## src/rtl/sha2r_pkg.sv

```systemverilog
package sha2r_pkg;

    localparam int WORD_W    = 32;
    localparam int NUM_ROUNDS = 2;
    localparam int PACK_W    = 4 * WORD_W;

    typedef logic [WORD_W-1:0] word_t;

    typedef struct packed {
        word_t a; word_t b; word_t c; word_t d;
        word_t e; word_t f; word_t g; word_t h;
    } wstate_t;

    function automatic word_t rotr(input word_t x, input int n);
        return (x >> n) | (x << (WORD_W - n));
    endfunction

    function automatic word_t big_sigma0(input word_t x);
        return rotr(x, 2) ^ rotr(x, 13) ^ rotr(x, 22);
    endfunction

    function automatic word_t big_sigma1(input word_t x);
        return rotr(x, 6) ^ rotr(x, 11) ^ rotr(x, 25);
    endfunction

    function automatic word_t choose(input word_t x, input word_t y, input word_t z);
        return (x & y) ^ (~x & z);
    endfunction

    function automatic word_t majority(input word_t x, input word_t y, input word_t z);
        return (x & y) ^ (x & z) ^ (y & z);
    endfunction

endpackage

```

## src/rtl/sha2r_round.sv

```systemverilog
module sha2r_round
    import sha2r_pkg::*;
(
    input  wstate_t st_i,
    input  word_t   wk_i,
    output wstate_t st_o
);
    word_t t_shared;

    always_comb begin
        t_shared = st_i.h + big_sigma1(st_i.e) + choose(st_i.e, st_i.f, st_i.g) + wk_i;
        st_o.a = t_shared + majority(st_i.a, st_i.b, st_i.c) + big_sigma0(st_i.a);
        st_o.b = st_i.a;
        st_o.c = st_i.b;
        st_o.d = st_i.c;
        st_o.e = t_shared + st_i.d;
        st_o.f = st_i.e;
        st_o.g = st_i.f;
        st_o.h = st_i.g;
    end
endmodule

```

## src/rtl/sha2r_core.sv

```systemverilog
module sha2r_core
    import sha2r_pkg::*;
(
    input  logic [PACK_W-1:0]          cdgh_i,
    input  logic [PACK_W-1:0]          abef_i,
    input  logic [NUM_ROUNDS*WORD_W-1:0] wk_i,
    output logic [PACK_W-1:0]          abef_o
);
    wstate_t chain [NUM_ROUNDS+1];

    always_comb begin
        chain[0].a = abef_i[4*WORD_W-1:3*WORD_W];
        chain[0].b = abef_i[3*WORD_W-1:2*WORD_W];
        chain[0].e = abef_i[2*WORD_W-1:WORD_W];
        chain[0].f = abef_i[WORD_W-1:0];
        chain[0].c = cdgh_i[4*WORD_W-1:3*WORD_W];
        chain[0].d = cdgh_i[3*WORD_W-1:2*WORD_W];
        chain[0].g = cdgh_i[2*WORD_W-1:WORD_W];
        chain[0].h = cdgh_i[WORD_W-1:0];
    end

    for (genvar r = 0; r < NUM_ROUNDS; r++) begin : g_round
        sha2r_round u_round (
            .st_i (chain[r]),
            .wk_i (wk_i[r*WORD_W +: WORD_W]),
            .st_o (chain[r+1])
        );
    end

    assign abef_o = {chain[NUM_ROUNDS].a, chain[NUM_ROUNDS].b,
                     chain[NUM_ROUNDS].e, chain[NUM_ROUNDS].f};

    logic unused_tail;
    assign unused_tail = ^{chain[NUM_ROUNDS].c, chain[NUM_ROUNDS].d,
                           chain[NUM_ROUNDS].g, chain[NUM_ROUNDS].h};
endmodule

```

## src/rtl/sha2r_outreg.sv

```systemverilog
module sha2r_outreg #(
    parameter int DATA_W  = 128,
    parameter bit REG_OUT = 1'b1
) (
    input  logic              clk,
    input  logic              rst,
    input  logic              in_valid,
    output logic              in_ready,
    input  logic [DATA_W-1:0] d_i,
    output logic              out_valid,
    input  logic              out_ready,
    output logic [DATA_W-1:0] q_o
);
    typedef enum logic {ST_EMPTY = 1'b0, ST_FULL = 1'b1} slot_e;

    if (REG_OUT) begin : g_reg
        slot_e             state_q, state_d;
        logic [DATA_W-1:0] data_q;
        logic              take;

        assign take = in_valid && in_ready;

        always_ff @(posedge clk) begin
            if (rst) state_q <= ST_EMPTY;
            else     state_q <= state_d;
        end

        always_ff @(posedge clk) begin
            if (take) data_q <= d_i;
        end

        always_comb begin
            state_d   = state_q;
            in_ready  = 1'b1;
            out_valid = 1'b0;
            unique case (state_q)
                ST_EMPTY: begin
                    if (take) state_d = ST_FULL;
                end
                ST_FULL: begin
                    out_valid = 1'b1;
                    in_ready  = out_ready;
                    if (out_ready && !take) state_d = ST_EMPTY;
                end
                default: state_d = ST_EMPTY;
            endcase
        end

        assign q_o = data_q;
    end else begin : g_pass
        assign in_ready  = out_ready;
        assign out_valid = in_valid;
        assign q_o       = d_i;
        logic unused_clk;
        assign unused_clk = clk ^ rst;
    end
endmodule

```

## src/rtl/sha2r_unit.sv

```systemverilog
module sha2r_unit
    import sha2r_pkg::*;
#(
    parameter bit REG_OUT = 1'b1
) (
    input  logic         clk,
    input  logic         rst,
    input  logic         in_valid,
    output logic         in_ready,
    input  logic [127:0] in_cdgh,
    input  logic [127:0] in_abef,
    input  logic [127:0] in_wk,
    output logic         out_valid,
    input  logic         out_ready,
    output logic [127:0] out_abef
);
    localparam int WK_USED = NUM_ROUNDS * WORD_W;

    logic [PACK_W-1:0] result;

    sha2r_core u_core (
        .cdgh_i (in_cdgh),
        .abef_i (in_abef),
        .wk_i   (in_wk[WK_USED-1:0]),
        .abef_o (result)
    );

    sha2r_outreg #(.DATA_W(PACK_W), .REG_OUT(REG_OUT)) u_out (
        .clk       (clk),
        .rst       (rst),
        .in_valid  (in_valid),
        .in_ready  (in_ready),
        .d_i       (result),
        .out_valid (out_valid),
        .out_ready (out_ready),
        .q_o       (out_abef)
    );

    logic unused_wk_hi;
    assign unused_wk_hi = ^in_wk[127:WK_USED];
endmodule

```

## config.mk

```make
export PLATFORM = sky130hd
export DESIGN_NAME = sha2r_unit
export DESIGN_NICKNAME = d
export VERILOG_FILES = /design/src/rtl/sha2r_pkg.sv /design/src/rtl/sha2r_round.sv /design/src/rtl/sha2r_core.sv /design/src/rtl/sha2r_outreg.sv /design/src/rtl/sha2r_unit.sv
export SDC_FILE = /design/constraint.sdc
export NUM_CORES = 1
export LEC_CHECK = 0
export BUFFER_PORTS_ARGS = -buffer_cell sky130_fd_sc_hd__buf_2
export CAP_MARGIN = 30
export CORE_MARGIN = 8
export CORE_UTILIZATION = 25
export CTS_BUF_LIST = sky130_fd_sc_hd__clkbuf_4
export DETAILED_ROUTE_END_ITERATION = 6
export PLACE_DENSITY = 0.44
export REMOVE_ABC_BUFFERS = 1
export SYNTH_ARGS = -nofsm -noshare
export SYNTH_HDL_FRONTEND = slang
export SYNTH_SLANG_ARGS = --single-unit
```

## constraint.sdc

```tcl
create_clock -name clk -period 20.3 [get_ports clk]
set_input_delay 5.075 -clock clk [delete_from_list [all_inputs] [get_ports clk]]
set_output_delay 5.075 -clock clk [all_outputs]
set_load 0.005 [all_outputs]
```

==> metrics.md, run 1 <==
| Metric | Value |
|---|---|
| Status | `finished, final reports clean` |
| Die area | `95,000 sq um` |
| Post-synth ARST share | `0%` |
| Via total after detailed routing | `17,500` |
| Largest net degree at the start of global routing | `64` |
| Die Wd | `308 um` |
| CTS tree | `yes` |
| FILL cells | `9,316` |
| Hold slack final | `528 ps` |
| Setup Skew | `49.3 ps` |
| Routed wire length | `91,600 um` |
| Multi-input logic area | `15,500 sq um` |
| CP max FO | `6` |
| Register area | `3860 sq um` |
| Vias in the first global route | `18,400` |
| # clock sinks | `129` |
| FF-to-FF End | `u_out.q_o[15]` |
| Final ANT Viol Nets | `0` |
| Slowest cell on crit path | `or4b_2` |
| Synth unique cells | `75` |
| Critical path type | `in2reg` |
| Worst-Skew Late Latency | `760 ps` |
| Layout area overhead | `19.5%` |
| CTS Buf Count | `17` |
| Setup bufs post-CTS | `0` |
| Slew margin rel. | `25.0%` |
| Worst R2R Setup Slack | `17,630 ps` |
| Tmin final | `17,910 ps` |
| Max clock buf depth | `2` |
| Most common cell after layout, fill and taps aside | `inv_1` |
| Initial Util | `25.2%` |
| Post-CTS Resized | `0` |
| Setup TNS Final | `0 ps` |
| Top_reg_cell synth | `edfxtp_1` |
| CP Capture Type | `flop` |
| Worst Setup Start Kind | `primary input` |
| Core ar. | `84,900 sq um` |
| Number of flops mapped to enable cells by yosys | `128` |
| H-tree Lvls | `4` |
| Synth Area per Inst | `9.16 sq um` |
| Buffers added on ports | `453` |
| Cell mode on critical path | `a21oi_1` |
| Max Transition Viols Final | `0` |
| Fin nets | `3,547` |
| 1st-pass router iterations | `5` |
| Arrival time at the worst endpoint | `18,370 ps` |
| Ys Warns | `0` |
| Post-Layout Cell Count | `3,956` |
| Clk root buf | `clkbuf_4` |
| HP Start | `u_out.g_reg.state_q` |
| Slowest stage delay, CP | `690 ps` |
| FMAX | `55.8 MHz` |
| Min-Delay Path Class | `reg2reg` |
| Drt first-iter violations | `878` |
| Hold path cells | `2` |
| Final worst path period share | `88.2%` |
| Final hold violation count | `0` |
| Yosys reg bits | `129` |
| Row count | `107` |
| RSZ-0062 raised after global routing | `no` |
| Seq/Total Area, Yosys | `18.1%` |
| Clock Pin Slew Worst Setup and Hold Paths | `130 ps` |
| MaxCap Viol Count | `0` |
| Critical R2R Launch | `u_out.g_reg.state_q` |
| Setup violations, final | `0` |
| Routability cong. | `0.916` |
| Worst Path Required | `20,760 ps` |
| Die Ht | `308 um` |
| Reg2Reg Depth | `4` |
| DR DRC count | `0` |
| Synth Instances | `2,332` |
| DP HPWL | `82,500 um` |
| Ports | `518` |
| Most frequent cells in the layout | `inv_1, buf_2, xnor2_1` |
| Cts hold-fix bufs | `0` |
| GRT Overall Usage | `19.0%` |
| Hold Path End | `u_out.g_reg.state_q` |
| Share of cells above drive strength 1 | `20.5%` |
| Worst-Margin Slew | `1120 ps` |
| Post-Syn Area | `21,400 sq um` |
| First-pass GRT wire length | `128,000 um` |
| Vias per cell | `4.42` |
| DR WL/cell | `23.2 um` |
| Initial antenna violation count | `26` |
| Post-Place Cells | `3,907` |
| Grt ovf | `0` |
-- cell usage after synthesis (25+ instances only) --
cell / number / share of area [%]
nand2_1: 56 / 0.98
o21ai_0: 120 / 2.8
nor2_1: 84 / 1.5
maj3_1: 30 / 1.4
clkbuf_1: 67 / 1.2
nor3_1: 25 / 0.59
ha_1: 187 / 11
a21o_1: 101 / 3.6
fa_1: 190 / 18
xnor2_1: 291 / 12
edfxtp_1: 128 / 18
nand2b_1: 36 / 1.1
xor2_1: 135 / 5.5
mux2i_1: 42 / 2.0
a21oi_1: 120 / 2.8
inv_1: 459 / 8.1
o21bai_1: 27 / 0.95
-- logic make-up (layout without fill, tap and decap cells) --
kind of cell	count (synthesis)	in the layout	share of synthesized area (%)
buffers and inverters	526	989	9.25
other	0	17	0
AO/OA/AOI/OAI	481	481	14.4
multiplexers	60	60	2.97
adder cells (fa/ha/maj)	407	407	30.2
AND/OR/NAND/NOR	296	296	6.91
flip-flops	129	129	18.1
XOR/XNOR	433	433	18.2
-- registers in the layout (all words and copies together) (netlist names) --
name and flops:
u_out.g_reg.state_q 1, u_out.q_o 128
-- metal layers --
layer  part of all wire (%)  GRT usage, %  wire length, um  vias to the layer above
met4                    3.0          6.52             2790                       12
met5                  0.086             0               79                        -
li1                       -             -                -                     8561
met1                     43          23.0            39000                     8399
met2                     50          33.9            46200                      423
met3                    3.9          2.91             3610                       93
-- worst max path at each step --
stage                      from  depth (start not counted)  slack, ps             end
detailed placement  in_abef[41]                         52       1630  u_out.q_o[127]
CTS                 in_abef[33]                         57       2490   u_out.q_o[62]
global route        in_abef[33]                         53       1550   u_out.q_o[62]
finish              in_abef[41]                         55       2390   u_out.q_o[62]
floorplan           in_abef[32]                         53       4190   u_out.q_o[62]
global placement    in_abef[41]                         51       1580  u_out.q_o[127]
-- layout make-up --
type	instances	share of cell area, %
multi-input cells	1677	60.8
flip-flops and latches	129	15.1
repair buffers	498	10.2
inverters	459	6.75
well taps	1144	5.61
clock inverters	15	0.819
clock buffers	17	0.500
diodes	17	0.167
-- per-stage QoR --
| stage | utilization (%) | cell area [sq um] | worst slack (ps) |
|---|---|---|---|
| 5_1_grt | 30.0 | 25500 | 1550 |
| 6_report | 30.1 | 25500 | 2390 |
| 4_1_cts | 30.0 | 25500 | 2490 |
| 3_5_place_dp | 29.6 | 25100 | 1630 |
| 2_1_floorplan | - | 21100 | 4190 |
| 3_3_place_gp | 29.6 | 25100 | 1580 |
-- worst max-delay path, delay by kind of cell --
kind	cells	cell delay, ps
AO/OA/AOI/OAI	29	6130
adder cells (fa/ha/maj)	8	3300
AND/OR/NAND/NOR	8	1820
XOR/XNOR	4	1090
buffers and inverters	5	520
multiplexers	1	400
Power of run 1 is not shown: default switching activity piles up to over one toggle a cycle in this logic, so the estimate is an artifact.
==> run 2: changes to the inputs <==
CORE_UTILIZATION = 55   (was 25)
PLACE_DENSITY = 0.87   (was 0.44)
==> metrics.md, run 2 (synthesis gave the netlist of run 1 again) <==
| Metric | Value |
|---|---|
| Status | `finished, final reports clean` |
| Arrival time at the worst endpoint | `18,720 ps (+350 ps)` |
| DR WL/cell | `23.2 um (+0.23%)` |
| CP max FO | `6 (unchanged)` |
| RSZ-0062 raised after global routing | `no` |
| Max clock buf depth | `2 (unchanged)` |
| Post-CTS Resized | `0 (unchanged)` |
| DP HPWL | `67,600 um (-18%)` |
| H-tree Lvls | `4 (unchanged)` |
| Worst Path Required | `20,710 ps (-50 ps)` |
| Max Transition Viols Final | `0 (unchanged)` |
| First-pass GRT wire length | `112,000 um (-12%)` |
| Die Ht | `213 um (-31%)` |
| MaxCap Viol Count | `0 (unchanged)` |
| Clock Pin Slew Worst Setup and Hold Paths | `160 ps (+30 ps)` |
| Clk root buf | `clkbuf_4` |
| Buffers added on ports | `453 (unchanged)` |
| Core ar. | `38,500 sq um (-55%)` |
| Drt first-iter violations | `1,339 (+53%)` |
| Critical path type | `in2reg` |
| Via total after detailed routing | `18,300 (+4.7%)` |
| Most frequent cells in the layout | `inv_1, buf_2, xnor2_1` |
| Final ANT Viol Nets | `0 (unchanged)` |
| Initial Util | `55.5% (+30 points)` |
| Crit path capture | `u_out.q_o[62]` |
| Worst Setup Start Kind | `primary input` |
| Grt ovf | `0 (unchanged)` |
| Critical R2R Launch | `u_out.g_reg.state_q` |
| Die Wd | `213 um (-31%)` |
| Row count | `72 (-33%)` |
| Min-Delay Path Class | `reg2reg` |
| Worst R2R Setup Slack | `17,950 ps (+320 ps)` |
| Most common cell after layout, fill and taps aside | `inv_1` |
| Setup bufs post-CTS | `0 (unchanged)` |
| Ports | `518 (unchanged)` |
| # clock sinks | `129 (unchanged)` |
| Slew margin rel. | `25.9% (+0.93 points)` |
| Final worst path period share | `90.2% (+2.0 points)` |
| Setup TNS Final | `0 ps (unchanged)` |
| DR DRC count | `0 (unchanged)` |
| Initial antenna violation count | `6 (-77%)` |
| Routability cong. | `0.984 (+7.4%)` |
| Critical Path Start | `in_abef[34]` |
| Number of flip-flops in the largest register | `128 (unchanged)` |
| 1st-pass router iterations | `5 (unchanged)` |
| Final hold violation count | `0 (unchanged)` |
| Setup violations, final | `0 (unchanged)` |
| FILL cells | `3,253 (-65%)` |
| Slowest cell on crit path | `or4b_2` |
| Die area | `45,400 sq um (-52%)` |
| GRT Overall Usage | `33.4% (+14 points)` |
| Vias in the first global route | `19,000 (+3.4%)` |
| Cts hold-fix bufs | `0 (unchanged)` |
| Share of cells above drive strength 1 | `20.3% (-0.29 points)` |
| Fin nets | `3,537 (-0.28%)` |
| Util after Layout | `63.9% (+34 points)` |
| CTS tree | `yes` |
| Tmin final | `18,310 ps (+401 ps)` |
| Layout area overhead | `15.1%` |
| FF-to-FF End | `u_out.q_o[68]` |
| Worst-Skew Late Latency | `650 ps (-110 ps)` |
| CTS Buf Count | `17 (unchanged)` |
| Worst-Margin Slew | `1110 ps (-9.70 ps)` |
| CP Capture Type | `flop` |
| Slowest stage delay, CP | `660 ps (-30 ps)` |
| Cell mode on critical path | `a21oi_1` |
| FMAX | `54.6 MHz (-2.2%)` |
| Reg2Reg Depth | `3 (-1)` |
| Largest net degree at the start of global routing | `79 (+23%)` |
| Routed wire length | `76,800 um (-16%)` |
| Setup Skew | `31.9 ps (-17.4 ps)` |
| Vias per cell | `5.53 (+25%)` |
[run 2: cell types whose count changed in the layout (fill, tap and decap cells not counted)]
cell,previous run,this run
clkinv_1,1,0
bufinv_16,4,0
xnor2_2,4,3
clkinv_8,0,1
xnor2_1,290,291
clkinvlp_4,1,2
diode_2,17,7
buf_4,45,35
inv_6,2,3
inv_8,1,5
clkinv_4,5,3
[run 2: how the worst min path moves through the flow]
stage,endpoint,cells after the start,start,slack (ps)
3_5_place_dp,u_out.g_reg.state_q,2,u_out.g_reg.state_q,520
5_1_grt,u_out.g_reg.state_q,2,u_out.g_reg.state_q,590
2_1_floorplan,u_out.g_reg.state_q,2,u_out.g_reg.state_q,520
6_report,u_out.g_reg.state_q,2,u_out.g_reg.state_q,540
3_3_place_gp,u_out.g_reg.state_q,2,u_out.g_reg.state_q,490
4_1_cts,u_out.g_reg.state_q,2,u_out.g_reg.state_q,540
[run 2: per-layer routing]
layer | share of wire, % | GRT usage, %
met3 | 7.0 | 3.96
met2 | 47 | 56.2
met1 | 40 | 41.8
met5 | 0 | 0
met4 | 5.7 | 17.8
[run 2: final cells by class]
class	instances	area, sq um	area share, %
Antenna cell	7	17.5	0.0713
Sequential cell	129	3860	15.7
Clock buffer	17	128	0.519
Clock inverter	15	145	0.591
Inverter	459	1720	7.01
Multi-Input combinational cell	1677	15500	63.2
Tap cell	518	648	2.64
Timing Repair Buffer	488	2530	10.3
[run 2: worst max-delay path: cells and delay by family]
kind	cells	cell delay [ps]
fa+ha+maj	7	2870
compound gates	29	6300
simple gates	9	2380
xor+xnor	5	1420
buf+inv	2	300
mux	1	380
[run 2: per-stage QoR]
stage               hold slack [ps]  area, sq um  worst slack, ps  instances
CTS                             540        24600             2270       3303
global placement                491        24300             1780       3271
floorplan                       522        21100             4190       2265
finish                          538        24600             1990       3310
detailed placement              518        24300             1550       3271
global route                    594        24600             1320       3307
Power of run 2 is left out for the same reason.
==> run 3: changes to the inputs <==
CORE_UTILIZATION = 47   (was 55)
PLACE_DENSITY = 0.77   (was 0.87)
==> metrics.md, run 3 (synthesis gave the netlist of run 1 again) <==
| Metric | Value |
|---|---|
| Status | `finished, final reports clean` |
| Setup TNS Final | `0 ps (unchanged)` |
| CP max FO | `6 (unchanged)` |
| Layout area overhead | `16.3%` |
| Arrival time at the worst endpoint | `18,820 ps (+100 ps)` |
| Via total after detailed routing | `18,200 (-0.58%)` |
| First-pass GRT wire length | `115,000 um (+2.4%)` |
| Setup bufs post-CTS | `0 (unchanged)` |
| Tmin final | `18,440 ps (+130 ps)` |
| 1st-pass router iterations | `7 (+2)` |
| Final hold violation count | `0 (unchanged)` |
| Fin nets | `3,543 (+0.17%)` |
| Slew margin rel. | `33.3% (+7.4 points)` |
| DR WL/cell | `23.2 um (about the same)` |
| Grt ovf | `0 (unchanged)` |
| Vias in the first global route | `19,000 (-0.068%)` |
| Row count | `78 (+8.3%)` |
| CTS tree | `yes` |
| Most frequent cells in the layout | `inv_1, buf_2, xnor2_1` |
| Ports | `518 (unchanged)` |
| Number of flip-flops in the largest register | `128 (unchanged)` |
| RSZ-0062 raised after global routing | `no` |
| H-tree Lvls | `4 (unchanged)` |
| Clk root buf | `clkbuf_4` |
| Vias per cell | `5.36 (-3.1%)` |
| Slowest cell on crit path | `or4b_2` |
| Initial Util | `47.4% (-8.2 points)` |
| Die Ht | `229 um (+7.6%)` |
| MaxCap Viol Count | `0 (unchanged)` |
| Final ANT Viol Nets | `0 (unchanged)` |
| Most common cell after layout, fill and taps aside | `inv_1` |
| Clock Pin Slew Worst Setup and Hold Paths | `130 ps (-30 ps)` |
| CP Capture Type | `flop` |
| Routed wire length | `78,800 um (+2.6%)` |
| Final worst path period share | `90.8% (+0.64 points)` |
| Initial antenna violation count | `7 (+1)` |
| Setup Skew | `19.3 ps (-12.6 ps)` |
| Core ar. | `45,100 sq um (+17%)` |
| Drt first-iter violations | `1,454 (+8.6%)` |
| Slowest stage delay, CP | `680 ps (+20 ps)` |
| Buffers added on ports | `453 (unchanged)` |
| Worst-Margin Slew | `994 ps (-114 ps)` |
| Largest net degree at the start of global routing | `79 (unchanged)` |
| Die Wd | `229 um (+7.6%)` |
| Die area | `52,500 sq um (+16%)` |
| Worst Setup Start Kind | `primary input` |
| Min-Delay Path Class | `reg2reg` |
| Post-CTS Resized | `0 (unchanged)` |
| FMAX | `54.2 MHz (-0.71%)` |
| CTS Buf Count | `17 (unchanged)` |
| Max clock buf depth | `2 (unchanged)` |
| Routability cong. | `0.972 (-1.2%)` |
| Max Transition Viols Final | `0 (unchanged)` |
| GRT Overall Usage | `29.1% (-4.3 points)` |
| Setup violations, final | `0 (unchanged)` |
| Worst Path Required | `20,680 ps (-30 ps)` |
| FILL cells | `4,187 (+29%)` |
| Cell mode on critical path | `a21oi_1` |
| Worst-Skew Late Latency | `630 ps (-20 ps)` |
| DR DRC count | `0 (unchanged)` |
| # clock sinks | `129 (unchanged)` |
| Share of cells above drive strength 1 | `20.4% (+0.17 points)` |
| DP HPWL | `69,800 um (+3.3%)` |
| Cts hold-fix bufs | `0 (unchanged)` |
| Critical path type | `in2reg` |
==> run 3: through the flow <==
step / util (%) / instances / instance area [sq um] / hold WS (ps) / setup slack [ps]
detailed placement: 54.2 / 3358 / 24400 / 521 / 1460
CTS: 55.0 / 3390 / 24800 / 537 / 2130
floorplan: - / 2265 / 21100 / 522 / 4190
global route: 55.1 / 3396 / 24800 / 572 / 1240
finish: 55.1 / 3396 / 24800 / 530 / 1860
global placement: 54.2 / 3357 / 24400 / 491 / 1860
==> run 3: path summary, 6_finish.rpt <==
check / startpoint / to / slack [ps] / depth (start not counted)
worst min-delay path: u_out.g_reg.state_q / u_out.g_reg.state_q / 530 / 2
worst min register to register: u_out.g_reg.state_q / u_out.g_reg.state_q / 530 / 2
worst max-delay path: in_abef[34] / u_out.q_o[62] / 1860 / 53
worst max register to register: u_out.g_reg.state_q / u_out.q_o[44] / 18260 / 4
==> run 3: cell type report <==
cell class | instances | area [sq um] | area share, %
antenna | 5 | 12.5 | 0.0504
timing repair buffer | 494 | 2590 | 10.5
tap | 600 | 751 | 3.02
clock buffer | 18 | 135 | 0.544
clock inverter | 14 | 228 | 0.917
inverter | 459 | 1720 | 6.94
multi-input combinational | 1677 | 15500 | 62.5
sequential | 129 | 3860 | 15.6
==> run 3: critical path, delay by kind of cell <==
family	cells	cell delay, ps
AO/OA/AOI/OAI	29	6280
XOR/XNOR	5	1370
adder cells (fa/ha/maj)	7	2880
buffers and inverters	2	310
multiplexers	1	410
AND/OR/NAND/NOR	9	2450
==> run 3: layer usage <==
| layer | vias to the layer above | track usage [%] | share of wire, % |
|---|---|---|---|
| met5 | - | 0 | 0.034 |
| met3 | 185 | 3.93 | 5.8 |
| met2 | 792 | 49.4 | 48 |
| met4 | 4 | 14.5 | 5.3 |
| li1 | 8537 | - | - |
| met1 | 8690 | 36.2 | 41 |
Power of run 3 is left out for the same reason.
